$ cat src/rtl/periph_clk_div_pkg.sv
// Shared definitions for the gated peripheral clock divider.
// Assumes the register word is {source, gate, divisor} from MSB down.
package periph_clk_div_pkg;
    typedef enum logic {
        SRC_EXT = 1'b0,
        SRC_PLL = 1'b1
    } src_sel_e;

    // Width of the register word for a given divisor width.
    function automatic int unsigned reg_width(input int unsigned div_w);
        return div_w + 2;
    endfunction
endpackage

$ cat src/rtl/pcd_cfg_reg.sv
// Configuration register: holds source, gate and divisor.
// Assumes a source change is only accepted while the stored gate is set.
module pcd_cfg_reg
    import periph_clk_div_pkg::*;
#(
    parameter int unsigned DIV_W = 9
) (
    input  logic             clk,
    input  logic             rst_n,
    input  logic             we,
    input  logic             wr_src,
    input  logic             wr_gate,
    input  logic [DIV_W-1:0] wr_div,
    output src_sel_e         src_o,
    output logic             gate_o,
    output logic [DIV_W-1:0] div_o
);
    // Register update with the source guarded by the current gate state.
    always_ff @(posedge clk) begin
        if (!rst_n) begin
            src_o  <= SRC_EXT;
            gate_o <= 1'b1;
            div_o  <= '0;
        end else if (we) begin
            gate_o <= wr_gate;
            div_o  <= wr_div;
            if (gate_o)
                src_o <= src_sel_e'(wr_src);
        end
    end
endmodule

$ cat src/rtl/pcd_prescale.sv
// Optional halving of the PLL tick stream.
// Assumes the phase is cleared while gated so counting restarts cleanly.
module pcd_prescale (
    input  logic clk,
    input  logic rst_n,
    input  logic hold,
    input  logic pll_tick,
    input  logic pll_full,
    output logic tick_o
);
    logic phase_q;

    // Phase toggles on every PLL tick, cleared while held.
    always_ff @(posedge clk) begin
        if (!rst_n || hold)
            phase_q <= 1'b0;
        else if (pll_tick)
            phase_q <= ~phase_q;
    end

    // Pass every tick at full rate, every second tick at half rate.
    always_comb tick_o = pll_tick && (pll_full || phase_q);
endmodule

$ cat src/rtl/pcd_divider.sv
// Divide-by-(N+1) counter with an external bypass path and a gate.
// Assumes the tick inputs are single-cycle enables in the clk domain.
module pcd_divider
    import periph_clk_div_pkg::*;
#(
    parameter int unsigned DIV_W = 9
) (
    input  logic             clk,
    input  logic             rst_n,
    input  logic             gate,
    input  src_sel_e         src,
    input  logic             ext_tick,
    input  logic             pll_tick,
    input  logic [DIV_W-1:0] div,
    output logic             stb
);
    logic [DIV_W-1:0] cnt_q;
    logic             term;

    // Terminal count also catches a divisor lowered below the count.
    always_comb term = (cnt_q >= div);

    // Count accepted PLL ticks; restart from zero while gated.
    always_ff @(posedge clk) begin
        if (!rst_n || gate)
            cnt_q <= '0;
        else if (src == SRC_PLL && pll_tick)
            cnt_q <= term ? '0 : cnt_q + 1'b1;
    end

    // Registered strobe from the selected path.
    always_ff @(posedge clk) begin
        if (!rst_n || gate)
            stb <= 1'b0;
        else if (src == SRC_EXT)
            stb <= ext_tick;
        else
            stb <= pll_tick && term;
    end
endmodule

$ cat src/rtl/periph_clk_div.sv
// Top of the gated peripheral clock divider.
// Assumes all tick inputs are synchronous to clk.
module periph_clk_div
    import periph_clk_div_pkg::*;
#(
    parameter int unsigned DIV_W = 9
) (
    input  logic             clk,
    input  logic             rst_n,
    input  logic             ext_tick,
    input  logic             pll_tick,
    input  logic             pll_full,
    input  logic             cfg_we,
    input  logic [DIV_W+1:0] cfg_wdata,
    output logic [DIV_W+1:0] cfg_rdata,
    output logic             clk_stb
);
    localparam int unsigned GATE_BIT = DIV_W;
    localparam int unsigned SRC_BIT  = DIV_W + 1;
    localparam int unsigned RW       = reg_width(DIV_W);

    src_sel_e         src;
    logic             gate;
    logic [DIV_W-1:0] div;
    logic             pll_acc;

    pcd_cfg_reg #(.DIV_W(DIV_W)) u_cfg (
        .clk     (clk),
        .rst_n   (rst_n),
        .we      (cfg_we),
        .wr_src  (cfg_wdata[SRC_BIT]),
        .wr_gate (cfg_wdata[GATE_BIT]),
        .wr_div  (cfg_wdata[DIV_W-1:0]),
        .src_o   (src),
        .gate_o  (gate),
        .div_o   (div)
    );

    pcd_prescale u_pre (
        .clk      (clk),
        .rst_n    (rst_n),
        .hold     (gate),
        .pll_tick (pll_tick),
        .pll_full (pll_full),
        .tick_o   (pll_acc)
    );

    pcd_divider #(.DIV_W(DIV_W)) u_div (
        .clk      (clk),
        .rst_n    (rst_n),
        .gate     (gate),
        .src      (src),
        .ext_tick (ext_tick),
        .pll_tick (pll_acc),
        .div      (div),
        .stb      (clk_stb)
    );

    // Readback word assembled from the stored fields.
    generate
        if (RW == DIV_W + 2) begin : g_rd
            always_comb cfg_rdata = {logic'(src), gate, div};
        end
    endgenerate
endmodule

$ cat config.mk
export PLATFORM = sky130hd
export DESIGN_NAME = periph_clk_div
export DESIGN_NICKNAME = d
export VERILOG_FILES = /design/src/rtl/periph_clk_div_pkg.sv /design/src/rtl/pcd_cfg_reg.sv /design/src/rtl/pcd_prescale.sv /design/src/rtl/pcd_divider.sv /design/src/rtl/periph_clk_div.sv
export SDC_FILE = /design/constraint.sdc
export NUM_CORES = 1
export LEC_CHECK = 0
export BUFFER_PORTS_ARGS = -buffer_cell sky130_fd_sc_hd__buf_2
export CAP_MARGIN = 30
export CORE_MARGIN = 5
export CORE_UTILIZATION = 47
export CTS_CLUSTER_SIZE = 25
export DETAILED_ROUTE_END_ITERATION = 6
export GPL_ROUTABILITY_DRIVEN = 0
export PLACE_DENSITY = 0.75
export SLEW_MARGIN = 25
export SYNTH_ARGS = -nofsm -noshare
export SYNTH_HDL_FRONTEND = slang
export SYNTH_SLANG_ARGS = --single-unit
export TNS_END_PERCENT = 30
$ cat constraint.sdc
create_clock -name clk -period 1.7 [get_ports clk]
set_input_delay 0.255 -clock clk [delete_from_list [all_inputs] [get_ports clk]]
set_output_delay 0.255 -clock clk [all_outputs]
set_load 0.01 [all_outputs]
==> impl_summary.log, run 1 <==
[metrics] count of synthesis-stage warnings from yosys: 0
[metrics] Post-DP HPWL: 2.063 mm
[metrics] Layout Skew: 0.006013 ns
[metrics] count of distinct cell types in the synthesized netlist: 33
[metrics] Worst EP required: 1.94 ns
[metrics] Placed Instances: 198
[metrics] die extent in x: 61.70 microns
[metrics] reg2reg setup slack: 0.02 ns
[metrics] share of synthesized area spent on multiplexers: 0.07968
[metrics] synthesized instance count: 142
[metrics] number of H-tree levels: 1
[metrics] time the worst path needs with I/O delays and setup: 1.677 ns
[metrics] initial standard-cell utilization of the core: 0.4980
[metrics] CP Class: reg -> reg
[metrics] Synth Register Bits: 22
[metrics] post-layout total power: 1.001 mW
[metrics] final count of hold timing violations: 0
[metrics] WP data arrival: 1.92 ns
[metrics] overall overflow remaining after global route: 0
[metrics] Post-Synthesis Net Count: 169
[metrics] share of synthesized registers carrying an async set or reset: 0
[metrics] worst slew pin tran: 0.4498 ns
[metrics] dominant cells by area after synthesis: sky130_fd_sc_hd__dfxtp_1 35%, sky130_fd_sc_hd__ha_1 10%, sky130_fd_sc_hd__mux2i_1 8.0%
[metrics] leakage power figure: 0.6577 nW
[metrics] type of destination of the critical path: flop
[metrics] max-slew violation count: 0
[metrics] most area-hungry cell type in the Yosys netlist: sky130_fd_sc_hd__dfxtp_1
[metrics] ratio of cells with drive above 1 in the final layout: 0.3886
[metrics] complex-gate fraction of the synthesized area: 0.1335
[metrics] relative slew slack: 0.7002
[metrics] most instantiated flip-flop cell in the synthesis netlist: sky130_fd_sc_hd__dfxtp_1
[metrics] cell at the root of the clock tree: sky130_fd_sc_hd__clkbuf_4
[metrics] most common cell after layout, fill and taps aside: sky130_fd_sc_hd__buf_2
[metrics] Total GRT Usage: 0.1752
[metrics] path depth of the worst reg2reg path: 7
[metrics] CTS Sinks: 22
[metrics] Die Height: 61.70 microns
[metrics] CTS max path bufs: 2
[metrics] share of the yosys chip area belonging to registers: 0.3506
[metrics] count of endpoints failing setup in the final report: 0
[metrics] post-layout utilization of the core: 0.6463
[metrics] DR DRC count: 0
[metrics] clock buffers created by TritonCTS: 3
[metrics] pin count of the biggest net entering global routing: 20
[metrics] critical register-to-register path endpoint: u_div.stb
[metrics] number of buffers inserted for hold repair after clock tree synthesis: 0
[metrics] ratio of routed vias to standard cells: 5.663
[metrics] sum of negative setup slack: 0 ns
[metrics] max cap viols: 0
[metrics] start of the worst register-to-register path: u_cfg.div_o[3]
[metrics] post-synthesis adder-cell area fraction: 0.09960
[metrics] antenna violations before repair: 0
[metrics] commonest non-fill, non-tap cells in the layout: 28 x sky130_fd_sc_hd__buf_2, 18 x sky130_fd_sc_hd__nand2_1, 11 x sky130_fd_sc_hd__dfxtp_1
[metrics] first-pass GRT wire length: 4.926 mm
[metrics] number of iterations in the first detailed-routing pass: 4
[metrics] termination of the worst setup path: u_div.stb
[metrics] Max FO, Critical Path: 7
[metrics] clock tree from TritonCTS: yes
[metrics] result of the run: completed
[metrics] wire length reported by the detailed router: 3.130 mm
[metrics] antenna viol nets, final: 0
[metrics] maximum operating frequency: 596.4 MHz
[metrics] number of flops mapped to enable cells by yosys: 0
[metrics] post-synthesis to final-layout area growth: 29.78%
[metrics] worst vdd rail ir drop: 816.9 uV
[metrics] IO Port Bufs: 28
[metrics] class of the worst hold path: in -> reg
[metrics] clock transition at the registers of the reported paths: 0.12 ns
[metrics] final cycle utilization of the critical path: 0.9864
[metrics] simple-gate share of the synthesized area: 0.2530
[metrics] Startpoint Class: flop
[metrics] via count of the routed design: 1161
[metrics] unrepaired setup endpoints after global routing: true
[metrics] beginning of the critical path: u_cfg.div_o[3]
[metrics] Top-Level Pins: 29
[metrics] Cell Area, Synth: 1256 sq um
[metrics] antenna cells: 0
[metrics] Row Count: 18
[metrics] Core Footprint: 2522 sq um
[metrics] DRC violation total after the first TritonRoute iteration: 39
[metrics] Synth top area share: 0.3506
[metrics] number of global-route vias before repair: 1173
[metrics] worst skew pair latency: 0.31 ns
[metrics] XOR/XNOR share of the synthesized area: 0.006972
[metrics] # nets final: 203
[metrics] filler-free cell count of the finished design: 205
[metrics] Syn Area/Cell: 8.847 sq um
[metrics] average wire length per cell after detail routing: 15.27 microns
[metrics] main combinational cell family by area after synthesis: simple AND/OR/NAND/NOR gates
[metrics] power density over the cells: 613.8 nW/um^2
[metrics] area enclosed by the die boundary: 3807 sq um
==> through the flow <==
stage	cell area (sq um)	setup WS (ns)	hold slack, ns
CTS	1523	0.002197	0.1564
finish	1630	0.02314	0.1685
detailed placement	1429	-0.05942	0.4819
global placement	1429	0.02284	0.4727
global route	1630	-0.03636	0.1602
floorplan	1256	0.02883	0.3835
==> registers in the layout (all words and copies together), names as in the netlist <==
name	flops
u_cfg.src_o	1
u_div.cnt_q	9
u_pre.phase_q	1
u_cfg.gate_o	1
u_cfg.div_o	9
u_div.stb	1
==> worst max-delay path, cell delays in order (launching register included) <==
cell and delay [ns]:
sky130_fd_sc_hd__dfxtp_2 0.36, sky130_fd_sc_hd__inv_1 0.08, sky130_fd_sc_hd__ha_4 0.29, sky130_fd_sc_hd__and3_1 0.17, sky130_fd_sc_hd__nand3_2 0.12, sky130_fd_sc_hd__a31o_4 0.30, sky130_fd_sc_hd__a21o_1 0.19, sky130_fd_sc_hd__a21oi_2 0.11
==> cells by family after synthesis <==
group	Yosys count
AND/OR/NAND/NOR	59
AO/OA/AOI/OAI	23
flip-flops	22
buffers and inverters	17
multiplexers	10
adder cells (fa/ha/maj)	10
XOR/XNOR	1
==> report_power, final <==
part,internal (mW),total [mW],switching [mW]
Combinational,0.0773,0.165,0.0880
Clock,0.131,0.291,0.160
Sequential,0.532,0.545,0.0125
==> layout make-up <==
class                      instances  area [sq um]
sequential                        22         456.7
inverter                           9         33.78
timing repair buffer              36         230.2
fill                             213         892.1
clock buffer                       4         36.28
tap                               30         37.54
multi-input combinational        104         835.8
==> synth_stat cells (2+ instances only) <==
master and number:
sky130_fd_sc_hd__nand2_1 18, sky130_fd_sc_hd__nand2b_1 3, sky130_fd_sc_hd__nor2b_1 10, sky130_fd_sc_hd__dfxtp_1 22
sky130_fd_sc_hd__inv_1 9, sky130_fd_sc_hd__nand4_1 5, sky130_fd_sc_hd__buf_2 2, sky130_fd_sc_hd__o211ai_1 3
sky130_fd_sc_hd__clkbuf_1 2, sky130_fd_sc_hd__nand3_1 8, sky130_fd_sc_hd__nor2_1 3, sky130_fd_sc_hd__o21a_1 2
sky130_fd_sc_hd__a31oi_1 5, sky130_fd_sc_hd__a21oi_1 7, sky130_fd_sc_hd__ha_1 10, sky130_fd_sc_hd__mux2i_1 10
sky130_fd_sc_hd__buf_8 2, sky130_fd_sc_hd__a21o_1 2, sky130_fd_sc_hd__buf_4 2, sky130_fd_sc_hd__nor3_1 4
==> layer usage <==
layer / share of wire / global-route usage / up-vias
li1: - / - / 567
met3: 0.055 / 0.05165 / 8
met5: 0 / 0 / -
met2: 0.53 / 0.3333 / 37
met4: 0.027 / 0.04848 / 0
met1: 0.39 / 0.1854 / 549
==> how the worst min path moves through the flow <==
stage | from | end | depth (start not counted)
finish | cfg_wdata[9] | u_cfg.gate_o | 3
global route | cfg_wdata[9] | u_cfg.gate_o | 3
CTS | cfg_wdata[9] | u_cfg.gate_o | 3
detailed placement | cfg_wdata[9] | u_cfg.gate_o | 3
global placement | cfg_wdata[9] | u_cfg.gate_o | 3
floorplan | cfg_wdata[9] | u_cfg.gate_o | 2
==> repair_timing <==
| item | 4_1_cts | 5_1_grt |
|---|---|---|
| endpoints found under the setup margin | 10 | 10 |
| resized for setup | 8 | 18 |
| pin swaps | 3 | 13 |
| buffers inserted | 0 | 1 |
| gates cloned | 1 | 1 |
No activity file was read; power rests on OpenSTA's default activity.
==> run 2: changes to the inputs <==
--- a/config.mk
+++ b/config.mk
@@ -8,11 +8,12 @@
 export BUFFER_PORTS_ARGS = -buffer_cell sky130_fd_sc_hd__buf_2
 export CAP_MARGIN = 30
 export CORE_MARGIN = 5
-export CORE_UTILIZATION = 47
+export CORE_UTILIZATION = 52
 export CTS_CLUSTER_SIZE = 25
 export DETAILED_ROUTE_END_ITERATION = 6
 export GPL_ROUTABILITY_DRIVEN = 0
-export PLACE_DENSITY = 0.75
+export PLACE_DENSITY = 0.78
+export SETUP_SLACK_MARGIN = 0.2
 export SLEW_MARGIN = 25
 export SYNTH_ARGS = -nofsm -noshare
 export SYNTH_HDL_FRONTEND = slang
==> constraint.sdc (replaced) <==
create_clock -name clk -period 1.6 [get_ports clk]
set_input_delay 0.24 -clock clk [delete_from_list [all_inputs] [get_ports clk]]
set_output_delay 0.24 -clock clk [all_outputs]
set_load 0.1 [all_outputs]
==> impl_summary.log, run 2 (synthesis results as in run 1) <==
[metrics] result of the run: finished with violations
[metrics] violated checks: setup timing
[metrics] Die Height: 59.15 microns (-4.1%)
[metrics] hold slack: 0.1275 ns (-0.04095 ns)
[metrics] Placed Instances: 195 (-1.5%)
[metrics] number of filler instances in the final layout: 156 (-27%)
[metrics] ratio of routed vias to standard cells: 5.593 (-1.2%)
[metrics] relative slew slack: 0.6772 (-0.02292)
[metrics] worst skew pair latency: 0.31 ns (about the same)
[metrics] Worst EP required: 1.84 ns (-0.10 ns)
[metrics] clock transition at the registers of the reported paths: 0.13 ns (about the same)
[metrics] count of endpoints failing setup in the final report: 2 (+2)
[metrics] type of destination of the critical path: flop
[metrics] DR DRC count: 0 (unchanged)
[metrics] number of buffers inserted for hold repair after clock tree synthesis: 0 (unchanged)
[metrics] Max FO, Critical Path: 7 (unchanged)
[metrics] post-synthesis to final-layout area growth: 35.56%
[metrics] number of H-tree levels: 1 (unchanged)
[metrics] pin count of the biggest net entering global routing: 20 (unchanged)
[metrics] Layout Skew: 0.008779 ns (+0.002766 ns)
[metrics] Total GRT Usage: 0.1772 (+0.001966)
[metrics] Core Footprint: 2255 sq um (-11%)
[metrics] die extent in x: 59.15 microns (-4.1%)
[metrics] Top-Level Pins: 29 (unchanged)
[metrics] # nets final: 204 (+0.49%)
[metrics] average wire length per cell after detail routing: 14.16 microns (-7.3%)
[metrics] cells along the critical path: inv_2, ha_4, a21oi_2, nor2_2, a211oi_4, clkbuf_16, nand4_1, a31oi_1
[metrics] Hold Path Sink: u_cfg.gate_o
[metrics] filler-free cell count of the finished design: 204 (-0.49%)
[metrics] time the worst path needs with I/O delays and setup: 1.615 ns (-0.06154 ns)
[metrics] overall overflow remaining after global route: 0 (unchanged)
[metrics] WP data arrival: 1.85 ns (-0.07 ns)
[metrics] critical register-to-register path endpoint: u_div.cnt_q[6]
[metrics] worst vdd rail ir drop: 636.3 uV (-22%)
[metrics] initial standard-cell utilization of the core: 0.5572 (+0.05914)
[metrics] post-layout total power: 1.144 mW (+14%)
[metrics] first-pass GRT wire length: 4.816 mm (-2.2%)
[metrics] DRC violation total after the first TritonRoute iteration: 39 (unchanged)
[metrics] reg2reg setup slack: -0.02 ns (-0.04 ns)
[metrics] max cap viols: 0 (unchanged)
[metrics] maximum operating frequency: 619.1 MHz (+3.8%)
[metrics] number of global-route vias before repair: 1099 (-6.3%)
[metrics] IO Port Bufs: 28 (unchanged)
[metrics] Post-DP HPWL: 1.904 mm (-7.7%)
[metrics] most common cell after layout, fill and taps aside: sky130_fd_sc_hd__buf_2
[metrics] commonest non-fill, non-tap cells in the layout: 23 x sky130_fd_sc_hd__buf_2, 18 x sky130_fd_sc_hd__nand2_1, 10 x sky130_fd_sc_hd__nor2b_1, 10 x sky130_fd_sc_hd__mux2i_1, 10 x sky130_fd_sc_hd__dfxtp_4
[metrics] path depth of the worst reg2reg path: 8 (+1)
[metrics] area enclosed by the die boundary: 3499 sq um (-8.1%)
[metrics] unrepaired setup endpoints after global routing: true
[metrics] Row Count: 17 (-1)
[metrics] power density over the cells: 671.7 nW/um^2 (+9.4%)
[metrics] final cycle utilization of the critical path: 1.010 (+0.02319)
[metrics] final setup margin: -0.01532 ns (-0.03846 ns)
[metrics] worst hold path cell count: 3 (unchanged)
[metrics] wire length reported by the detailed router: 2.888 mm (-7.7%)
[metrics] antenna viol nets, final: 0 (unchanged)
[metrics] clock tree from TritonCTS: yes
[metrics] Startpoint Class: flop
[metrics] CTS max path bufs: 2 (unchanged)
[metrics] highest cell delay on the worst timing path: 0.38 ns (+0.02 ns)
[metrics] largest registers: u_cfg.div_o x9, u_div.cnt_q x9
[metrics] worst slew pin tran: 0.4875 ns (+0.03774 ns)
[metrics] ratio of cells with drive above 1 in the final layout: 0.4545 (+0.06597)
[metrics] CP Class: reg -> reg
[metrics] leakage power figure: 0.6611 nW (+0.51%)
[metrics] CTS Sinks: 22 (unchanged)
[metrics] final count of hold timing violations: 0 (unchanged)
[metrics] post-layout utilization of the core: 0.7553 (+0.1089)
[metrics] via count of the routed design: 1141 (-1.7%)
[metrics] Critical path buffers and inverters: 2 (+1)
[metrics] post-placement worst setup slack: 0.02263 ns (+0.08205 ns)
[metrics] clock buffers created by TritonCTS: 3 (unchanged)
[metrics] number of iterations in the first detailed-routing pass: 4 (unchanged)
[metrics] antenna cells: 0 (unchanged)
[metrics] class of the worst hold path: in -> reg
[metrics] antenna violations before repair: 0 (unchanged)
[metrics] kind of cell adding the most delay to the critical path: compound AO/OA/AOI/OAI gates
[metrics] master of the slowest instance on the critical path: sky130_fd_sc_hd__dfxtp_4
[metrics] origin of the worst min-delay path: cfg_wdata[9]
[metrics] cell at the root of the clock tree: sky130_fd_sc_hd__clkbuf_4
[metrics] max-slew violation count: 0 (unchanged)
[metrics] start of the worst register-to-register path: u_cfg.div_o[6]
-- run 2: worst max-delay path by stage --
stage / startpoint / endpoint / slack, ns / cells after the start
6_report: u_cfg.div_o[6] / u_div.cnt_q[6] / -0.02 / 8
5_1_grt: u_cfg.div_o[6] / u_div.cnt_q[1] / -0.09 / 8
4_1_cts: u_cfg.div_o[3] / u_div.stb / 0.04 / 7
3_5_place_dp: u_div.cnt_q[3] / u_div.stb / 0.02 / 6
3_3_place_gp: u_div.cnt_q[3] / u_div.stb / 0.08 / 6
2_1_floorplan: u_cfg.div_o[2] / u_div.cnt_q[5] / -0.12 / 8
-- run 2: layer usage --
layer,up-vias,track usage,part of all wire
met5,-,0,0
met1,534,0.2069,0.40
met4,0,0.05178,0.010
met3,4,0.03268,0.057
li1,570,-,-
met2,33,0.3249,0.53
-- run 2: layout make-up --
cell class | count | area [sq um] | area share
flip-flops and latches | 22 | 484.2 | 0.2844
clock inverters | 1 | 3.754 | 0.002204
repair buffers | 37 | 250.2 | 0.1470
multi-input cells | 104 | 873.3 | 0.5129
inverters | 9 | 33.78 | 0.01984
well taps | 28 | 35.03 | 0.02057
clock buffers | 3 | 22.52 | 0.01323
-- run 2: stage by stage --
stage	instance area [sq um]	TNS [ns]
6_report	1703	-0.02238
5_1_grt	1703	-0.7619
4_1_cts	1634	0
3_5_place_dp	1499	0
3_3_place_gp	1499	0
2_1_floorplan	1336	-1.062
-- run 2: worst min-delay path, cell delays in order --
cell and delay [ns]:
sky130_fd_sc_hd__buf_2 0.07, sky130_fd_sc_hd__mux2i_1 0.05, sky130_fd_sc_hd__nand2_1 0.06
-- run 2: what timing repair did --
action	4_1_cts	5_1_grt
setup endpoints to repair	12	15
gates resized for setup	14	13
buffers inserted	3	0
pin swaps	4	3
gates cloned	1	1
-- run 2: power breakdown --
part,total (mW),switching (mW),leakage (nW),internal (mW)
Combinational,0.304,0.209,0.457,0.0946
Clock,0.269,0.178,0.0154,0.0912
Sequential,0.571,0.0128,0.189,0.558
==> run 3: changes to the inputs <==
--- a/config.mk
+++ b/config.mk
@@ -5,10 +5,11 @@
 export SDC_FILE = /design/constraint.sdc
 export NUM_CORES = 1
 export LEC_CHECK = 0
+export ABC_AREA = 1
 export BUFFER_PORTS_ARGS = -buffer_cell sky130_fd_sc_hd__buf_2
 export CAP_MARGIN = 30
 export CORE_MARGIN = 5
-export CORE_UTILIZATION = 52
+export CORE_UTILIZATION = 51
 export CTS_CLUSTER_SIZE = 25
 export DETAILED_ROUTE_END_ITERATION = 6
 export GPL_ROUTABILITY_DRIVEN = 0
==> impl_summary.log, run 3 <==
[metrics] post-layout utilization of the core: 0.7316 (-0.02369)
[metrics] Synth Register Bits: 22 (unchanged)
[metrics] share of synthesized registers carrying an async set or reset: 0 (unchanged)
[metrics] maximum operating frequency: 682.7 MHz (+10%)
[metrics] sequential group share of total power: 0.482 (-0.017)
[metrics] antenna violations before repair: 0 (unchanged)
[metrics] Critical Path Most Common Cell: sky130_fd_sc_hd__nand3_2
[metrics] synthesized instance count: 151 (+6.3%)
[metrics] Startpoint Class: flop
[metrics] sum of negative setup slack: 0 ns (+0.02238 ns)
[metrics] power density over the cells: 754.3 nW/um^2 (+12%)
[metrics] cell with the most instances after synthesis: sky130_fd_sc_hd__nand2_1
[metrics] Die Height: 57.51 microns (-2.8%)
[metrics] CTS max path bufs: 2 (unchanged)
[metrics] first-pass GRT wire length: 4.229 mm (-12%)
[metrics] part of the power in combinational logic: 0.262 (-0.004)
[metrics] count of endpoints failing setup in the final report: 0 (-2)
[metrics] clock tree from TritonCTS: yes
[metrics] master of the slowest instance on the critical path: sky130_fd_sc_hd__dfxtp_4
[metrics] class of the worst hold path: in -> reg
[metrics] kind of cell adding the most delay to the critical path: simple AND/OR/NAND/NOR gates
[metrics] Synth top area share: 0.3826 (+0.03201)
[metrics] max cap viols: 0 (unchanged)
[metrics] number of filler instances in the final layout: 158 (+1.3%)
[metrics] CP Class: reg -> reg
[metrics] antenna viol nets, final: 0 (unchanged)
[metrics] WP data arrival: 1.72 ns (-0.13 ns)
[metrics] top layer reached by signal wires: met4
[metrics] worst slew pin tran: 0.6429 ns (+0.1554 ns)
[metrics] Post-DP HPWL: 1.889 mm (-0.75%)
[metrics] cell at the root of the clock tree: sky130_fd_sc_hd__clkbuf_4
[metrics] CTS Sinks: 22 (unchanged)
[metrics] Cell Area, Synth: 1151 sq um (-8.4%)
[metrics] Post-Synthesis Net Count: 178 (+5.3%)
[metrics] ratio of routed vias to standard cells: 4.962 (-11%)
[metrics] clock buffers created by TritonCTS: 3 (unchanged)
[metrics] met1 wire length: 1.133 mm (-2.8%)
[metrics] final count of hold timing violations: 0 (unchanged)
[metrics] result of the run: completed
[metrics] most instantiated flip-flop cell in the synthesis netlist: sky130_fd_sc_hd__dfxtp_1
[metrics] commonest non-fill, non-tap cells in the layout: 28 x sky130_fd_sc_hd__buf_2, 27 x sky130_fd_sc_hd__nand2_1, 13 x sky130_fd_sc_hd__inv_1
[metrics] Worst EP required: 1.85 ns (about the same)
[metrics] number of iterations in the first detailed-routing pass: 4 (unchanged)
[metrics] final setup margin: 0.1353 ns (+0.1506 ns)
[metrics] wire length reported by the detailed router: 2.641 mm (-8.6%)
[metrics] area of combinational cells with multiple inputs: 799.5 sq um (-8.5%)
[metrics] IO Port Bufs: 28 (unchanged)
[metrics] post-synthesis to final-layout area growth: 39.24%
[metrics] worst skew pair latency: 0.31 ns (about the same)
[metrics] via count of the routed design: 1042 (-8.7%)
[metrics] antenna cells: 0 (unchanged)
[metrics] Syn Area/Cell: 7.623 sq um (-14%)
[metrics] area enclosed by the die boundary: 3307 sq um (-5.5%)
[metrics] routed length on met3: 137 microns (-16%)
[metrics] part of the total power dissipated in the clock network: 0.256 (+0.021)
[metrics] overall overflow remaining after global route: 0 (unchanged)
[metrics] count of synthesis-stage warnings from yosys: 0 (unchanged)
[metrics] pin count of the biggest net entering global routing: 19 (-5.0%)
[metrics] largest registers: u_cfg.div_o x9, u_div.cnt_q x9
[metrics] number of global-route vias before repair: 1010 (-8.1%)
[metrics] Max FO, Critical Path: 3 (-4)
[metrics] clock transition at the registers of the reported paths: 0.12 ns (about the same)
[metrics] sum of met2 wire segment lengths after detailed routing: 1.331 mm (-13%)
[metrics] max-slew violation count: 0 (unchanged)
[metrics] Critical path buffers and inverters: 2 (unchanged)
[metrics] Total GRT Usage: 0.1623 (-0.01488)
[metrics] final cycle utilization of the critical path: 0.9155 (-0.09411)
[metrics] ratio of cells with drive above 1 in the final layout: 0.4945 (+0.03996)
[metrics] post-layout total power: 1.209 mW (+5.7%)
[metrics] DRC violation total after the first TritonRoute iteration: 15 (-62%)
[metrics] die extent in x: 57.51 microns (-2.8%)
[metrics] most common cell after layout, fill and taps aside: sky130_fd_sc_hd__buf_2
[metrics] leakage power figure: 0.7025 nW (+6.3%)
[metrics] number of flops mapped to enable cells by yosys: 0 (unchanged)
[metrics] number of H-tree levels: 1 (unchanged)
[metrics] time the worst path needs with I/O delays and setup: 1.465 ns (-0.1506 ns)
[metrics] cell internal power dissipation: 779.2 uW (+4.8%)
[metrics] Sw Ratio: 0.3555 (+0.005656)
[metrics] type of destination of the critical path: flop
[metrics] unrepaired setup endpoints after global routing: true
[metrics] commonest cells in the synthesized netlist: 30 x sky130_fd_sc_hd__nand2_1, 22 x sky130_fd_sc_hd__dfxtp_1, 22 x sky130_fd_sc_hd__inv_1
[metrics] Row Count: 17 (unchanged)
[metrics] dominant cells by area after synthesis: sky130_fd_sc_hd__dfxtp_1 38%, sky130_fd_sc_hd__ha_1 11%, sky130_fd_sc_hd__nand2_1 9.8%
[metrics] net switching power of the design: 429.7 uW (+7.4%)
[metrics] worst vdd rail ir drop: 630.5 uV (-0.91%)
[metrics] relative slew slack: 0.5698 (-0.1074)
[metrics] most area-hungry cell type in the Yosys netlist: sky130_fd_sc_hd__dfxtp_1
[metrics] DR DRC count: 0 (unchanged)
[metrics] Top-Level Pins: 29 (unchanged)
[metrics] post-placement worst setup slack: 0.1823 ns (+0.1597 ns)
[metrics] area of all sequential standard cells: 479.2 sq um (-1.0%)
[metrics] cells along the critical path: inv_2, ha_4, nand2_1, nor2_4, nand3_2, nand3_2, nand2_4, buf_6, a21oi_2
[metrics] Layout Skew: 0.004532 ns (-0.004246 ns)
[metrics] count of distinct cell types in the synthesized netlist: 21 (-36%)
[metrics] initial standard-cell utilization of the core: 0.5254 (-0.03174)
[metrics] # nets final: 210 (+2.9%)
[metrics] share of the yosys chip area belonging to registers: 0.3826 (+0.03201)
[metrics] highest cell delay on the worst timing path: 0.37 ns (about the same)
[metrics] Core Footprint: 2191 sq um (-2.8%)
[metrics] average wire length per cell after detail routing: 12.58 microns (-11%)
==> run 3: cell count changes in the layout (fill, tap and decap cells not counted), sizes merged, moves of 4 or more <==
cell	change
a21oi	+5
inv	+14
clkbuf	-5
o211ai	-4
nand3	-5
nor2b	-10
nor2	+19
xor2	+5
o21ai	+10
a31oi	-5
nand2	+15
mux2i	-10
nor3	-4
==> run 3: final cells by class <==
class | count | area share
Clock buffer | 4 | 0.02264
Inverter | 23 | 0.05855
Multi-Input combinational cell | 103 | 0.4988
Sequential cell | 22 | 0.2990
Tap cell | 28 | 0.02186
Timing Repair Buffer | 30 | 0.09914
==> run 3: cell families after synthesis <==
kind of cell,after synthesis,synth area share
compound gates,25,0.1152
flops,22,0.3826
fa+ha+maj,10,0.1087
buf+inv,27,0.09674
simple gates,61,0.2511
xor+xnor,6,0.04565
==> run 3: power by group through the flow <==
| stage | clock (mW) | combinational (mW) | sequential (mW) |
|---|---|---|---|
| 2_1_floorplan | 0 | 0.117 | 0.715 |
| 3_3_place_gp | 0 | 0.283 | 0.593 |
| 3_5_place_dp | 0 | 0.288 | 0.595 |
| 4_1_cts | 0.315 | 0.290 | 0.583 |
| 5_1_grt | 0.348 | 0.339 | 0.586 |
| 6_report | 0.309 | 0.317 | 0.583 |
==> run 3: path summary, 6_finish.rpt <==
kind,startpoint,end,slack [ns],cells after the start
worst min-delay path,cfg_wdata[9],u_cfg.gate_o,0.13,3
worst max-delay path,u_cfg.div_o[6],u_div.stb,0.14,9
worst max register to register,u_cfg.div_o[6],u_div.stb,0.14,9
worst min register to register,u_cfg.div_o[8],u_cfg.div_o[8],0.51,2
==> run 3: stage by stage <==
step / instances / cell area, sq um / hold slack [ns]
floorplan: 151 / 1242 / 0.3622
global placement: 204 / 1403 / 0.4583
detailed placement: 204 / 1403 / 0.4603
CTS: 208 / 1449 / 0.1312
global route: 210 / 1603 / 0.1343
finish: 210 / 1603 / 0.1307
==> run 3: metal layers <==
layer | vias to the layer above | track usage
met4 | 0 | 0.04967
met1 | 471 | 0.1861
met3 | 4 | 0.03167
met5 | - | 0
li1 | 540 | -
met2 | 27 | 0.2984
==> run 3: timing repair <==
action,4_1_cts,5_1_grt
pin swaps,0,15
cloned,0,1
endpoints found under the hold margin,0,0
setup buffers,0,1
gates resized for setup,4,31
hold buffers,0,0
endpoints found under the setup margin,10,13
==> run 3: tightest hold or removal path, delay by kind of cell <==
family        cells  cell delay, ns
buf+inv           1            0.07
simple gates      2            0.10
